**src/rtl/rsb_pkg.sv**
```systemverilog
package rsb_pkg;
    localparam int DATA_W = 64;
    localparam int TAG_W  = 4;
    localparam int OP_W   = 3;

    typedef logic [DATA_W-1:0] word_t;
    typedef logic [TAG_W-1:0]  tag_t;
    typedef logic [OP_W-1:0]   op_t;

    typedef enum logic [1:0] {ST_FREE, ST_WAIT, ST_EXEC} st_e;

    // operand slot: q == 0 means v is valid
    typedef struct packed {
        tag_t  q;
        word_t v;
    } opnd_t;

    typedef struct packed {
        logic  valid;
        tag_t  tag;
        word_t data;
    } bcast_t;

    // capture a broadcast value into a pending operand slot
    function automatic opnd_t snoop(opnd_t cur, bcast_t b);
        opnd_t r;
        r = cur;
        if (b.valid && cur.q != '0 && b.tag == cur.q) begin
            r.q = '0;
            r.v = b.data;
        end
        return r;
    endfunction
endpackage

```
**src/rtl/rsb_entry.sv**
```systemverilog
module rsb_entry import rsb_pkg::*; #(
    parameter int MY_TAG = 1
) (
    input  logic   clk,
    input  logic   rst,
    input  logic   alloc,
    input  op_t    in_op,
    input  opnd_t  in_a,
    input  opnd_t  in_b,
    input  bcast_t bus,
    input  logic   grant,
    output st_e    state,
    output op_t    op,
    output opnd_t  src_a,
    output opnd_t  src_b,
    output logic   ready
);
    localparam tag_t OWN = tag_t'(MY_TAG);

    always_ff @(posedge clk) begin
        if (rst) begin
            state <= ST_FREE;
            op    <= '0;
            src_a <= '0;
            src_b <= '0;
        end else begin
            case (state)
                ST_FREE: if (alloc) begin
                    state <= ST_WAIT;
                    op    <= in_op;
                    src_a <= snoop(in_a, bus);
                    src_b <= snoop(in_b, bus);
                end
                ST_WAIT: begin
                    src_a <= snoop(src_a, bus);
                    src_b <= snoop(src_b, bus);
                    if (grant) state <= ST_EXEC;
                end
                ST_EXEC: if (bus.valid && bus.tag == OWN) state <= ST_FREE;
                default: state <= ST_FREE;
            endcase
        end
    end

    assign ready = (state == ST_WAIT) && (src_a.q == '0) && (src_b.q == '0);
endmodule

```
**src/rtl/rsb_alloc.sv**
```systemverilog
module rsb_alloc #(
    parameter int N = 3
) (
    input  logic [N-1:0] free_v,
    output logic [N-1:0] pick,
    output logic         any_free
);
    always_comb begin
        pick = '0;
        for (int i = N - 1; i >= 0; i--) begin
            if (free_v[i]) pick = N'(1) << i;
        end
    end
    assign any_free = |free_v;
endmodule

```
**src/rtl/rsb_age_select.sv**
```systemverilog
module rsb_age_select #(
    parameter int N = 3
) (
    input  logic         clk,
    input  logic         rst,
    input  logic [N-1:0] alloc,
    input  logic [N-1:0] ready,
    output logic [N-1:0] grant
);
    // older[j][i] = 1 : station j was issued before station i
    logic [N-1:0] older [N];
    logic [N-1:0] blocked;

    always_ff @(posedge clk) begin
        if (rst) begin
            for (int i = 0; i < N; i++) older[i] <= '0;
        end else begin
            for (int n = 0; n < N; n++) begin
                if (alloc[n]) begin
                    for (int j = 0; j < N; j++) begin
                        if (j != n) begin
                            older[j][n] <= 1'b1;
                            older[n][j] <= 1'b0;
                        end
                    end
                end
            end
        end
    end

    always_comb begin
        for (int i = 0; i < N; i++) begin
            blocked[i] = 1'b0;
            for (int j = 0; j < N; j++) begin
                if (j != i && ready[j] && older[j][i]) blocked[i] = 1'b1;
            end
            grant[i] = ready[i] && !blocked[i];
        end
    end
endmodule

```
**src/rtl/rsb_bank.sv**
```systemverilog
module rsb_bank import rsb_pkg::*; #(
    parameter int NUM_ST   = 3,
    parameter int BASE_TAG = 1
) (
    input  logic                         clk,
    input  logic                         rst,
    input  logic                         issue_valid,
    input  logic [rsb_pkg::OP_W-1:0]     issue_op,
    input  logic [rsb_pkg::TAG_W-1:0]    issue_tag_a,
    input  logic [rsb_pkg::DATA_W-1:0]   issue_val_a,
    input  logic [rsb_pkg::TAG_W-1:0]    issue_tag_b,
    input  logic [rsb_pkg::DATA_W-1:0]   issue_val_b,
    output logic                         issue_ready,
    output logic [rsb_pkg::TAG_W-1:0]    issue_tag,
    input  logic                         bc_valid,
    input  logic [rsb_pkg::TAG_W-1:0]    bc_tag,
    input  logic [rsb_pkg::DATA_W-1:0]   bc_data,
    output logic                         disp_valid,
    output logic [rsb_pkg::OP_W-1:0]     disp_op,
    output logic [rsb_pkg::DATA_W-1:0]   disp_src_a,
    output logic [rsb_pkg::DATA_W-1:0]   disp_src_b,
    output logic [rsb_pkg::TAG_W-1:0]    disp_tag
);
    bcast_t bus;
    opnd_t  in_a, in_b;
    logic [NUM_ST-1:0] free_v, pick, alloc_v, ready_v, grant_v, busy_v, exec_v;
    st_e    st     [NUM_ST];
    op_t    st_op  [NUM_ST];
    opnd_t  st_a   [NUM_ST];
    opnd_t  st_b   [NUM_ST];

    assign bus  = '{valid: bc_valid, tag: bc_tag, data: bc_data};
    assign in_a = '{q: issue_tag_a, v: issue_val_a};
    assign in_b = '{q: issue_tag_b, v: issue_val_b};

    rsb_alloc #(.N(NUM_ST)) u_alloc (
        .free_v   (free_v),
        .pick     (pick),
        .any_free (issue_ready)
    );

    assign alloc_v = issue_valid ? pick : '0;

    generate
        for (genvar g = 0; g < NUM_ST; g++) begin : g_st
            rsb_entry #(.MY_TAG(BASE_TAG + g)) u_entry (
                .clk   (clk),
                .rst   (rst),
                .alloc (alloc_v[g]),
                .in_op (issue_op),
                .in_a  (in_a),
                .in_b  (in_b),
                .bus   (bus),
                .grant (grant_v[g]),
                .state (st[g]),
                .op    (st_op[g]),
                .src_a (st_a[g]),
                .src_b (st_b[g]),
                .ready (ready_v[g])
            );
            assign free_v[g] = (st[g] == ST_FREE);
            assign busy_v[g] = (st[g] != ST_FREE);
            assign exec_v[g] = (st[g] == ST_EXEC);
        end
    endgenerate

    rsb_age_select #(.N(NUM_ST)) u_sel (
        .clk   (clk),
        .rst   (rst),
        .alloc (alloc_v),
        .ready (ready_v),
        .grant (grant_v)
    );

    always_comb begin
        issue_tag  = '0;
        disp_op    = '0;
        disp_src_a = '0;
        disp_src_b = '0;
        disp_tag   = '0;
        for (int i = 0; i < NUM_ST; i++) begin
            if (pick[i]) issue_tag = tag_t'(BASE_TAG + i);
            if (grant_v[i]) begin
                disp_op    = st_op[i];
                disp_src_a = st_a[i].v;
                disp_src_b = st_b[i].v;
                disp_tag   = tag_t'(BASE_TAG + i);
            end
        end
    end

    assign disp_valid = |grant_v;
endmodule

```
**config.mk**
```make
export PLATFORM = sky130hd
export DESIGN_NAME = rsb_bank
export DESIGN_NICKNAME = d
export VERILOG_FILES = /design/src/rtl/rsb_pkg.sv /design/src/rtl/rsb_entry.sv /design/src/rtl/rsb_alloc.sv /design/src/rtl/rsb_age_select.sv /design/src/rtl/rsb_bank.sv
export SDC_FILE = /design/constraint.sdc
export NUM_CORES = 1
export LEC_CHECK = 0
export BUFFER_PORTS_ARGS = -buffer_cell sky130_fd_sc_hd__buf_4
export CAP_MARGIN = 15
export CORE_MARGIN = 2
export CORE_UTILIZATION = 35
export DETAILED_ROUTE_END_ITERATION = 8
export PLACE_DENSITY = 0.51
export RECOVER_POWER = 100
export SLEW_MARGIN = 20
export SYNTH_ARGS = -nofsm -noshare
export SYNTH_HDL_FRONTEND = slang
export SYNTH_SLANG_ARGS = --single-unit
```
**constraint.sdc**
```tcl
create_clock -name clk -period 2.8 [get_ports clk]
set_clock_uncertainty 0.15 [all_clocks]
set_input_delay 0.28 -clock clk [delete_from_list [all_inputs] [get_ports clk]]
set_output_delay 0.28 -clock clk [all_outputs]
set_load 0.02 [all_outputs]
```
== After elaboration in Yosys (flattened, before gate mapping) ==
Memory sizes are Yosys's and may differ from the RTL's.
Index checks and enable logic that the tools add are counted.

* Eq/ne operators: 32
* Shifts and indexed selects: 0
* Muxes and demuxes: 80
* Multipliers: 0
* Bitwise gates (word level): 12
* Div/mod/pow operators: 0
* Reductions and logical operators: 71
* $lt $le $gt $ge: 0
* Add/subtract/negate cells: 0

{| class="wikitable"
|+ Operators by type and width
! kind !! number
|-
| $mux W68 || 14
|-
| $pmux W68 S2 || 6
|-
| $mux W64 || 6
|-
| $logic_and A1 B1 Y1 || 34
|-
| $eq A4 B4 Y1 || 8
|-
| $reduce_bool A4 Y1 || 8
|-
| $mux W1 || 31
|-
| $ne A2 B1 Y1 const B || 15
|-
| $reduce_and A3 Y1 || 9
|-
| $logic_not A4 Y1 || 6
|-
| $mux W3 || 7
|-
| $mux W2 || 9
|-
| $pmux W2 S3 || 3
|-
| $mux W4 || 4
|-
| $or A1 B1 Y1 || 12
|-
| $eq A4 B2 Y1 const B || 2
|-
| $eq A2 B1 Y1 const B || 3
|-
| $eq A2 B2 Y1 const B || 3
|-
| $logic_not A2 Y1 || 3
|-
| $reduce_and A2 Y1 || 3
|-
| $reduce_bool A2 Y1 || 3
|-
| $reduce_or A3 Y1 || 2
|-
| $eq A4 B1 Y1 const B || 1
|-
| $logic_not A1 Y1 || 3
|}

* ROM bits: 0
* Output and inout bits: 141
* Register bits: 423
* Logic and storage cells: 214
* Memories kept: 1
* Bits in latches: 0
* RAM bits: 9

{| class="wikitable"
|+ Memories
! memory !! words !! width !! rd ports !! clocked after Yosys merged registers in !! write ports !! RTL line !! source
|-
| u_sel.older || 3 || 3 || 3 || 0 || 3 || rsb_age_select.sv:11 || <nowiki>logic [N-1:0] older [N];</nowiki>
|}

== Longest topological paths before layout ==
* Word-level depth: 11
* Gate-level depth with buffers: 9

== Modules after synthesis ==
From an unflattened synthesis, not the netlist that was laid out.

* Cells, all modules: 3087
* Area, all modules: 25655.9 µm²

{| class="wikitable"
|+ By module, submodules not included
! module !! instances !! area each (µm²) !! cells each
|-
| rsb_entry at g_st[1].u_entry ... || 2 || 7253.2 || 814
|-
| rsb_entry at g_st[0].u_entry || 1 || 7220.7 || 814
|-
| rsb_bank || 1 || 3676.0 || 615
|-
| rsb_age_select || 1 || 225.2 || 26
|-
| rsb_alloc || 1 || 27.5 || 4
|}

== Worst setup path before layout ==
No wires, ideal clock.

* Path kind: register to output
* Start: register g_st[1].u_entry.src_a[67] in the netlist's numbering
* End: output disp_src_a[38] in the netlist's numbering
* Arrival: 2.375 ns
* Path slack: -0.005 ns
* Stages on the path, launching flop included: 10
* Cell sequence: dfxtp_1 or4_1 nor4_1 buf_4 a221o_1 buf_4 buf_6 clkbuf_1 nor2_1 a21oi_1

* Longest elaborated chain between the ends: 11
* Elaborated cells on any way between the ends: 16
* Classes of those cells: mux (6); reduce/logical (10)

{| class="wikitable"
|+ RTL lines
! what !! RTL line !! source
|-
| start: declaration || rsb_entry.sv:14 || <nowiki>output opnd_t src_a,</nowiki>
|-
| start signal: assignment || rsb_entry.sv:31 || <nowiki>src_a <= snoop(in_a, bus);</nowiki>
|-
| start signal: assignment || rsb_entry.sv:35 || <nowiki>src_a <= snoop(src_a, bus);</nowiki>
|-
| $logic_not A4 Y1 (*) || rsb_entry.sv:45 || <nowiki>assign ready = (state == ST_WAIT) && (src_a.q == '0) && (src_b.q == '0);</nowiki>
|-
| $logic_and A1 B1 Y1 (*) (2 in a row) || rsb_entry.sv:45 ||
|-
| $logic_and A1 B1 Y1 || rsb_age_select.sv:35 || <nowiki>if (j != i && ready[j] && older[j][i]) blocked[i] = 1'b1;</nowiki>
|-
| $mux W1 (2 in a row) || rsb_age_select.sv:35 ||
|-
| $logic_not A1 Y1 || rsb_age_select.sv:37 || <nowiki>grant[i] = ready[i] && !blocked[i];</nowiki>
|-
| $logic_and A1 B1 Y1 || rsb_age_select.sv:37 ||
|-
| $mux W64 (2 in a row) || rsb_bank.sv:83 || <nowiki>if (grant_v[i]) begin</nowiki>
|-
| $mux W64 (*) || rsb_bank.sv:83 ||
|-
| end: declaration || rsb_bank.sv:20 || <nowiki>output logic [rsb_pkg::DATA_W-1:0] disp_src_a,</nowiki>
|}

Mark *: on every way between the ends. The rest lies on a longest branch, timed or not.

== Worst setup path in the final report ==
* Start: register g_st[0].u_entry.src_a[67] in the netlist's numbering
* End: output disp_src_a[47] in the netlist's numbering

* Longest elaborated chain between the ends: 10
* Elaborated cells on any way between the ends: 17
* Classes of those cells: mux (7); reduce/logical (10)

{| class="wikitable"
|+ RTL lines
! what !! RTL line
|-
| start: declaration || rsb_entry.sv:14
|-
| start signal: assignment || rsb_entry.sv:31
|-
| start signal: assignment || rsb_entry.sv:35
|-
| $logic_not A4 Y1 (*) || rsb_entry.sv:45
|-
| $logic_and A1 B1 Y1 (*) (2 in a row) || rsb_entry.sv:45
|-
| $logic_and A1 B1 Y1 || rsb_age_select.sv:35
|-
| $mux W1 (2 in a row) || rsb_age_select.sv:35
|-
| $logic_not A1 Y1 || rsb_age_select.sv:37
|-
| $logic_and A1 B1 Y1 || rsb_age_select.sv:37
|-
| $mux W64 || rsb_bank.sv:83
|-
| $mux W64 (*) || rsb_bank.sv:83
|}

Marks and branches as above.

==> results.cfg <==
[grt]
met2_usage = 0.5181
met3_usage = 0.04880
grt_busiest_layer = met2
met1_usage = 0.4012
antenna_found_initial = 3
grt_max_degree = 96
track_usage = 0.3085
grt_pass1_wl_um = 152200
grt-ovfl-total = 0
grt_pass1_vias = 25086

[clocking]
cts_buffers = 51
cts_tree = yes
clk_latency_ns = 0.60
root_buffer = clkbuf_16
cts.path.max_buffers = 3
htreeDepth = 2
clk_pin_slew_ns = 0.06
cts_sinks = 429

[critical_path]
max_stage_delay_ns = 0.52
r2r_start = g_st[0].u_entry.state[1]
required_ns = 2.37
endpoint = disp_src_a[47]
crit_path_start_kind = flip-flop
worst-path-buf-inv = 4
timing.rr.end = g_st[2].u_entry.src_a[21]
cp_slowest_cell = or4b_4
reg2reg_depth = 8
worstPathCellList = or3_4 > or4b_4 > a311oi_4 > buf_6 > buf_12 > buf_12 > nand2_1 > a21oi_2 > buf_6
crit_family = simple AND/OR/NAND/NOR gates
cp_max_fo = 10
crit_start = g_st[0].u_entry.src_a[67]
reg2reg_slack_ns = -0.24
crit_path_end_kind = output port
path_depth = 9
crit_type = flip-flop to output port
cp.arrival_ns = 3.05

[synth]
synth_adder_area_share = 0
synth_compound_area_frac = 0.2776
ys.warnings.count = 0
synth.avg_cell_area_um2 = 7.125
synth_top_cell_by_area = dfxtp_1
ys_top_cells_by_area = dfxtp_1 40%, nand2_1 14%, a311oi_1 10%
ys_ff_latch = 429
synth_top_family_by_area = compound AO/OA/AOI/OAI gates
yosys.area_share.simple = 0.2525
synthMuxAreaShare = 0.001394
async_flop_share = 0
synth_area_um2 = 21540
yosys.cell_types.count = 52
ys_seq_area_frac = 0.3992
synth_edf_count = 1
ys.flop_type = dfxtp_1
synth_xor_area_frac = 0.01139
syn_inst = 3023
synth_top_area_frac = 0.3978

[sta]
period_share = 1.243
hold_violations = 0
rsz0062_at_grt = true
setup-violations-final = 203
fin_crit_ns = 3.481
maxSlewHeadroom = 0.2054
setup_slack_ns = -0.6811
tightestPinTransition_ns = 1.183
final.setup.tns_ns = -90.27
max_freq_mhz = 287.3
slew_violations = 0

[floorplan]
die_x_um = 252.1
core.rowCount = 90
start_util = 0.3555
num_io_pins = 352
die_y_um = 252.1
dieArea_um2 = 63540
core_area_um2 = 60580

[power_and_ir_drop]
swShare = 0.3441
p_switching_w = 0.006859
peakVddDrop_mv = 0.4543
p_comb_frac = 0.303
p_total_w = 0.01993
p_int_w = 0.01307
leakage_nw = 12.75
p_seq_frac = 0.357
clkPwrFrac = 0.340
power_density_nw_per_um2 = 623.0

[routing]
wire_per_inst_um = 23.33
routed_wirelength_um = 102100
ant_nets = 0
via_count = 25560
drc = 0
via_per_inst = 5.840
drtPass1Iterations = 5
drt_iter0_drc = 2421

[status]
violations = negative setup slack
status = complete, but fails checks

[cells_and_area]
drive_gt1_frac = 0.2483
stdcell_count = 4377
final_cell_area_um2 = 31990
utilization = 0.5281
synthToLayoutAreaGrowth_pct = 48.53
fin_nets = 3766

[placement]
dp_cells = 4044
port_buffers = 347
placed_area_um2 = 26240
dp_hpwl_um = 59850
place.gp.congestion = 0.8652

[job]
maxCapViolCount = 0

[worst_hold_path]
hp-class = input port to flip-flop
[routing by layer]
metal | up-vias | wire length [um]
li1 | 11720 | -
met1 | 12269 | 41850
met2 | 1349 | 48190
met3 | 220 | 8851
met4 | 2 | 3219
met5 | - | 13
[power by group through the flow]
stage	logic, W	registers, W	clock network, W
after CTS	0.00584	0.00707	0.00687
after floorplan	0.00285	0.00711	0
after global routing	0.00643	0.00719	0.00711
after detailed placement	0.00521	0.00719	0
final	0.00603	0.00712	0.00678
after global placement	0.00513	0.00718	0
[state kept, by name (all words and copies together), names as in the netlist]
name / cells
g_st.u_entry.src_a: 204
g_st.u_entry.src_b: 204
g_st.u_entry.op: 9
g_st.u_entry.state: 6
u_sel.older: 6
[worst min-delay path by stage]
stage                                startpoint                       end  depth (start not counted)
after detailed placement  g_st[1].u_entry.op[2]     g_st[1].u_entry.op[2]                          2
after global placement    g_st[1].u_entry.op[0]     g_st[1].u_entry.op[0]                          2
after global routing                  bc_tag[3]  g_st[1].u_entry.state[1]                          3
after floorplan                     issue_op[0]     g_st[0].u_entry.op[0]                          2
after CTS                             bc_tag[3]  g_st[1].u_entry.state[1]                          3
final                                 bc_tag[3]  g_st[1].u_entry.state[1]                          3
[layout make-up]
class / count / area (um2)
Sequential cell: 429 / 8605
Antenna cell: 2 / 5.005
Clock inverter: 11 / 98.84
Fill cell: 5639 / 28590
Tap cell: 782 / 978.4
Timing Repair Buffer: 770 / 7674
Multi-Input combinational cell: 2302 / 13040
Inverter: 1 / 3.754
Clock buffer: 80 / 1587
[cells in the mapped netlist, drive strengths merged (18+ instances only)]
cell    count
a31oi     132
buf        98
clkbuf    196
a32oi      18
a21oi     285
a311oi    257
nand2     797
a211oi    128
dfxtp     428
nor2      559
xor2       19
[stage by stage]
stage                     hold WS [ns]  setup WS, ns
final                          0.03963       -0.6811
after floorplan                 0.2660       0.04731
after global routing           0.05909       -0.7492
after CTS                      0.01537       -0.7455
after detailed placement        0.2983       -0.2757
after global placement          0.2930       -0.2949
[layout by cell type, fill, tap and decap left out, types with 5 or more instances in the layout]
cell type	count
nor2_1	533
dfxtp_2	5
xnor2_1	9
a32oi_1	18
nand2_4	26
nor2_4	9
buf_8	6
nor2b_1	5
a311oi_1	256
nand2_2	32
clkbuf_1	20
dlygate4sd3_1	208
or3_1	5
a31oi_1	125
buf_12	56
a21oi_4	29
buf_4	365
clkbuf_8	18
nor2_2	17
nand2_1	739
xor2_1	19
nor3_1	8
a31oi_2	6
buf_16	12
buf_6	99
clkbuf_2	5
a21oi_2	103
a21oi_1	153
clkbuf_16	56
o21ai_0	6
a211oi_1	128
dfxtp_1	423
clkinv_2	7
[worst register-to-register path, cell delays in order, from the launching register on]
cell	delay [ns]
dfxtp_1	0.32
clkbuf_1	0.21
o21ai_0	0.21
nor4_1	0.35
clkbuf_1	0.69
a41o_4	0.25
buf_12	0.33
nor2_1	0.14
a311oi_1	0.29
[timing repair]
| item | CTS | global route |
|---|---|---|
| buffers inserted | 15 | 8 |
| gates resized for setup | 204 | 213 |
| hold buffers | 208 | 0 |
| pin swaps | 44 | 82 |
| gates cloned | 13 | 4 |
| endpoints found under the hold margin | 415 | 0 |
| setup endpoints to repair | 134 | 139 |
[logic make-up (layout without fill, tap and decap cells)]
group,Yosys count,count (layout)
other,1,6
xor gates and xnor gates,28,28
and+or+nand+nor,1411,1411
buffers and inverters,295,862
muxes,3,3
AOI/OAI and AO/OA,856,856
DFF,429,429
Power figures use the tool's default switching activity.
